### config.mk
export PLATFORM = sky130hd
export DESIGN_NAME = impedance_stepper
export DESIGN_NICKNAME = d
export VERILOG_FILES = /design/src/rtl/imp_pkg.sv /design/src/rtl/imp_cycle_gate.sv /design/src/rtl/imp_code_reg.sv /design/src/rtl/imp_lock_tracker.sv /design/src/rtl/impedance_stepper.sv
export SDC_FILE = /design/constraint.sdc
export NUM_CORES = 1
export LEC_CHECK = 0
export ABC_AREA = 1
export BUFFER_PORTS_ARGS = -buffer_cell sky130_fd_sc_hd__buf_2
export CAP_MARGIN = 20
export CORE_MARGIN = 8
export CORE_UTILIZATION = 47
export DETAILED_ROUTE_END_ITERATION = 12
export PLACE_DENSITY = 0.71
export SETUP_SLACK_MARGIN = 0.4
export SLEW_MARGIN = 20
export SYNTH_ARGS = -nofsm -noshare
export SYNTH_HDL_FRONTEND = slang
export SYNTH_SLANG_ARGS = --single-unit
### constraint.sdc
create_clock -name clk -period 4.1 [get_ports clk]
set_input_delay 0.615 -clock clk [delete_from_list [all_inputs] [get_ports clk]]
set_output_delay 0.615 -clock clk [all_outputs]
set_load 0.02 [all_outputs]
### src/rtl/imp_pkg.sv
package imp_pkg;

  typedef enum logic [1:0] {
    CYC_DESELECT = 2'b00,
    CYC_WRITE    = 2'b01,
    CYC_READ     = 2'b10,
    CYC_READ_ALT = 2'b11
  } cyc_kind_e;

  // Data pins are quiet (no read data) only for write and deselect.
  function automatic logic kind_is_quiet(logic [1:0] kind);
    return (kind == CYC_DESELECT) || (kind == CYC_WRITE);
  endfunction

endpackage

### src/rtl/imp_cycle_gate.sv
module imp_cycle_gate #(
  parameter int PRESCALE = 254
) (
  input  logic                 clk,
  input  logic                 rst_n,
  input  logic [1:0]           cycle_kind,
  output logic                 eligible,
  output logic                 upd_tick,
  output logic [$clog2(PRESCALE > 1 ? PRESCALE : 2)-1:0] pre_cnt
);
  import imp_pkg::*;

  localparam int CNT_W = $clog2(PRESCALE > 1 ? PRESCALE : 2);
  localparam logic [CNT_W-1:0] LAST = CNT_W'(PRESCALE - 1);

  assign eligible = kind_is_quiet(cycle_kind);

  generate
    if (PRESCALE <= 1) begin : g_every
      assign upd_tick = eligible;
      assign pre_cnt  = '0;
    end else begin : g_count
      logic [CNT_W-1:0] cnt_q;
      assign upd_tick = eligible && (cnt_q == LAST);
      assign pre_cnt  = cnt_q;
      always_ff @(posedge clk or negedge rst_n) begin
        if (!rst_n)
          cnt_q <= '0;
        else if (eligible)
          cnt_q <= upd_tick ? '0 : cnt_q + 1'b1;
      end
    end
  endgenerate
endmodule

### src/rtl/imp_code_reg.sv
module imp_code_reg #(
  parameter int CODE_W = 8
) (
  input  logic              clk,
  input  logic              rst_n,
  input  logic              upd_tick,
  input  logic [CODE_W-1:0] target_code,
  output logic [CODE_W-1:0] applied_code
);
  localparam logic [CODE_W-1:0] MID_CODE = CODE_W'(1) << (CODE_W - 1);

  function automatic logic [CODE_W-1:0] step_toward(
    logic [CODE_W-1:0] cur, logic [CODE_W-1:0] tgt);
    if (tgt > cur)      return cur + 1'b1;
    else if (tgt < cur) return cur - 1'b1;
    else                return cur;
  endfunction

  always_ff @(posedge clk or negedge rst_n) begin
    if (!rst_n)
      applied_code <= MID_CODE;
    else if (upd_tick)
      applied_code <= step_toward(applied_code, target_code);
  end
endmodule

### src/rtl/imp_lock_tracker.sv
module imp_lock_tracker #(
  parameter int CODE_W = 8
) (
  input  logic              clk,
  input  logic              rst_n,
  input  logic              upd_tick,
  input  logic [CODE_W-1:0] applied_code,
  input  logic [CODE_W-1:0] target_code,
  output logic              far_off,
  output logic              lock_hit,
  output logic              calibrated
);
  function automatic logic [CODE_W-1:0] code_gap(
    logic [CODE_W-1:0] a, logic [CODE_W-1:0] b);
    return (a >= b) ? a - b : b - a;
  endfunction

  assign far_off  = code_gap(applied_code, target_code) > CODE_W'(1);
  assign lock_hit = upd_tick && (applied_code == target_code);

  always_ff @(posedge clk or negedge rst_n) begin
    if (!rst_n)
      calibrated <= 1'b0;
    else if (far_off)
      calibrated <= 1'b0;
    else if (lock_hit)
      calibrated <= 1'b1;
  end
endmodule

### src/rtl/impedance_stepper.sv
module impedance_stepper #(
  parameter int CODE_W   = 8,
  parameter int BUDGET   = 65000,
  parameter int PRESCALE = BUDGET / ((1 << CODE_W) - 1)
) (
  input  logic              clk,
  input  logic              rst_n,
  input  logic [1:0]        cycle_kind,
  input  logic [CODE_W-1:0] target_code,
  output logic [CODE_W-1:0] applied_code,
  output logic              calibrated
);
  localparam int CNT_W = $clog2(PRESCALE > 1 ? PRESCALE : 2);

  logic             eligible;
  logic             upd_tick;
  logic [CNT_W-1:0] pre_cnt;
  logic             far_off;
  logic             lock_hit;

  imp_cycle_gate #(.PRESCALE(PRESCALE)) u_gate (
    .clk        (clk),
    .rst_n      (rst_n),
    .cycle_kind (cycle_kind),
    .eligible   (eligible),
    .upd_tick   (upd_tick),
    .pre_cnt    (pre_cnt)
  );

  imp_code_reg #(.CODE_W(CODE_W)) u_code (
    .clk          (clk),
    .rst_n        (rst_n),
    .upd_tick     (upd_tick),
    .target_code  (target_code),
    .applied_code (applied_code)
  );

  imp_lock_tracker #(.CODE_W(CODE_W)) u_lock (
    .clk          (clk),
    .rst_n        (rst_n),
    .upd_tick     (upd_tick),
    .applied_code (applied_code),
    .target_code  (target_code),
    .far_off      (far_off),
    .lock_hit     (lock_hit),
    .calibrated   (calibrated)
  );
endmodule

==> metrics <==
DIE AREA=6444 sq um; Hold Path Class=in -> async; hold_buf cts=0; overall routed net length=4061 um; fill count=404; internal power=0.3697 mW; Worst Setup Start Kind=input port; switching pwr=0.2552 mW; P_leak=1.171 nW; io pins=21; DP HPWL=3432 um; Worst Path Required=4.29 ns; Register Area=426.7 sq um; synth cell count leaders=nand2_1 (74), inv_1 (53), nand3_1 (26); Switching Fraction=40.84%; Area after DPL=2068 sq um; total design power=0.6248 mW; clk slew on worst S/H paths=approximately 0.070 ns; Tmin final=2.986 ns; Clock Sinks=17; power per cell area=295.5 nW/um^2; Inst Count DP=between 300 and 400; max cap viols=0; Fmax=334.9 MHz; critical path class=in -> reg; Top Usage Layer GRT=met2; total track usage=approximately 14%; Placement Setup Slack=0.8642 ns; P&R area growth vs syn=8.892%; Final Wtd Congestion=0.8581; DR DRC count=0; setup violators final=0; Starting Density=48.55%; Congestion Overflow GR=0; clock root buffer=clkbuf_8; Mapped Area=between 1500 and 2000 sq um; r2r endpoint=u_code.applied_code[7]; Max clock buf depth=2; clk_skew=between 0.004 and 0.005 ns; Finished Cell Area=2115 sq um; worst vdd ir=0.0002369 V; drt first pass iters=4; vias in the first global route=1752; setup TNS=0 ns; Least-Margin Pin Slew=0.3800 ns; status=completed; fin. max-slew vios=0; vias per cell=5.146; count leader, synth=nand2_1; Synthesized Nets=327; M2 GR Usage=23.20%; reg2reg setup slack=roughly 1.1 ns; largest net degree at the start of global routing=18; htree depth=1; Seq/Total Area, Yosys=21.97%; ys flop type=dfrtp_1; Syn Inst Count=288; met1 Use GR=17.04%; Hold Slack=0.2679 ns; top cell type's share of synthesized area=roughly a fifth; nature of the critical path endpoint=flop; Async SR Flop Fraction=between 90% and 100%; routed len/inst=11.38 um; Die W=roughly 80 um; Final period util=72.83%; area taken by multi-input logic gates=1272 sq um; core box area=4000 sq um; Worst-Skew Late Latency=0.26 ns; Yosys cell types=34; post-CTS setup buffers=0; Clk network pwr share=20.0%; syn_area_per_cell=6.743 sq um; max_slew headroom=74.67%; Synth area leaders=dfrtp_1 (21%), ha_1 (15%), nand2_1 (14%); Final Util=between 50% and 60%; EDFF count, synth=0; worst r2r src=u_code.applied_code[1]; Logic pwr share=41.4%; register bit total from synthesis=17; Num CTS Buffers=3; share of layout cells above drive strength 1=14.01%; row cnt=23; Syn. warnings=0; initial antenna violation count=0; first-pass GRT wire length=around 7300 um; PortBufs=19; crit path DAT=3.18 ns; number of diodes=0; CTS tree=yes; Die H=80.28 um; met3 capacity usage during global routing=~1.8%; antenna-violating nets left=0; CTS resizes=0; final worst setup slack=1.114 ns; cells on worst reg2reg path=16; cell taking the most area after synthesis=dfrtp_1; vias post-DR=1837; Crit Path Max Fanout=8; Fin. Hold Viols=0; Non-Filler Instances=357; initial DRC count=between 70 and 80; RSZ-0062 raised after global routing=no; Final nets=347; Reg power frac=38.6%
## how the worst max path moves through the flow
| stage | start | end | slack (ns) | cells past startpoint |
|---|---|---|---|---|
| 2_1_floorplan | target_code[0] | u_code.applied_code[7] | 1.28 | 18 |
| 3_3_place_gp | target_code[0] | u_code.applied_code[7] | 0.89 | 19 |
| 3_5_place_dp | target_code[0] | u_code.applied_code[7] | 0.86 | 19 |
| 4_1_cts | target_code[0] | u_code.applied_code[7] | 1.13 | 19 |
| 5_1_grt | u_code.applied_code[1] | u_code.applied_code[7] | 0.80 | 16 |
| 6_report | target_code[0] | u_code.applied_code[7] | 1.11 | 19 |
## power by group through the flow
stage               sequential (mW)  clock [mW]  combinational, mW
finish                        0.241       0.125              0.259
global route                  0.248       0.140              0.302
CTS                           0.241       0.129              0.259
detailed placement            0.245           0              0.258
global placement              0.244           0              0.249
floorplan                     0.242           0              0.201
## final cells by class
class                      count  area share, %
clock buffer                   3          1.953
clock inverter                 1         0.2367
inverter                      56          10.00
multi-input combinational    211          60.18
sequential                    17          20.18
tap                           50          2.959
timing repair buffer          19          4.497
## logic make-up (layout without fill, tap and decap cells)
logic type / after synthesis / count (layout) / synth area share (%)
AOI/OAI and AO/OA: 40 / 40 / 12.37
xor gates and xnor gates: 6 / 6 / 2.707
adders and majority gates: 27 / 27 / 18.56
buffers and inverters: 60 / 79 / 12.50
DFF: 17 / 17 / 21.97
and+or+nand+nor: 138 / 138 / 31.89
## sequential cells by signal (all words and copies together), names as in the netlist
| signal | flops |
|---|---|
| u_code.applied_code | 8 |
| u_gate.pre_cnt | 8 |
| u_lock.calibrated | 1 |
## layout by cell type (no fill, tap or decap), types with 5 or more instances in the layout
cell type   n
a21oi_1    21
buf_2      19
dfrtp_1    16
ha_1       24
inv_1      53
nand2_1    74
nand2_2     5
nand3_1    26
nand4_1     5
nor2_1     18
o21ai_0     6
o21ai_2     6
## metal layers
metal / part of all wire [%] / vias up
li1: - / 957
met1: 48 / 849
met2: 46 / 22
met3: 2.3 / 9
met4: 2.7 / 0
met5: 0 / -
## critical path, cell delays in order
cell,delay [ns]
buf_2,0.11
inv_1,0.05
ha_1,0.14
inv_1,0.07
fa_1,0.41
inv_1,0.13
o21ai_2,0.08
nand2_1,0.07
nand2_2,0.09
nand2_1,0.27
ha_1,0.36
a21oi_1,0.20
o21ai_0,0.10
a21oi_1,0.18
inv_1,0.06
nand2_1,0.07
nand3_1,0.08
nand2_1,0.06
nand2_1,0.04
Note: power is estimated with default switching activity, not from simulation.
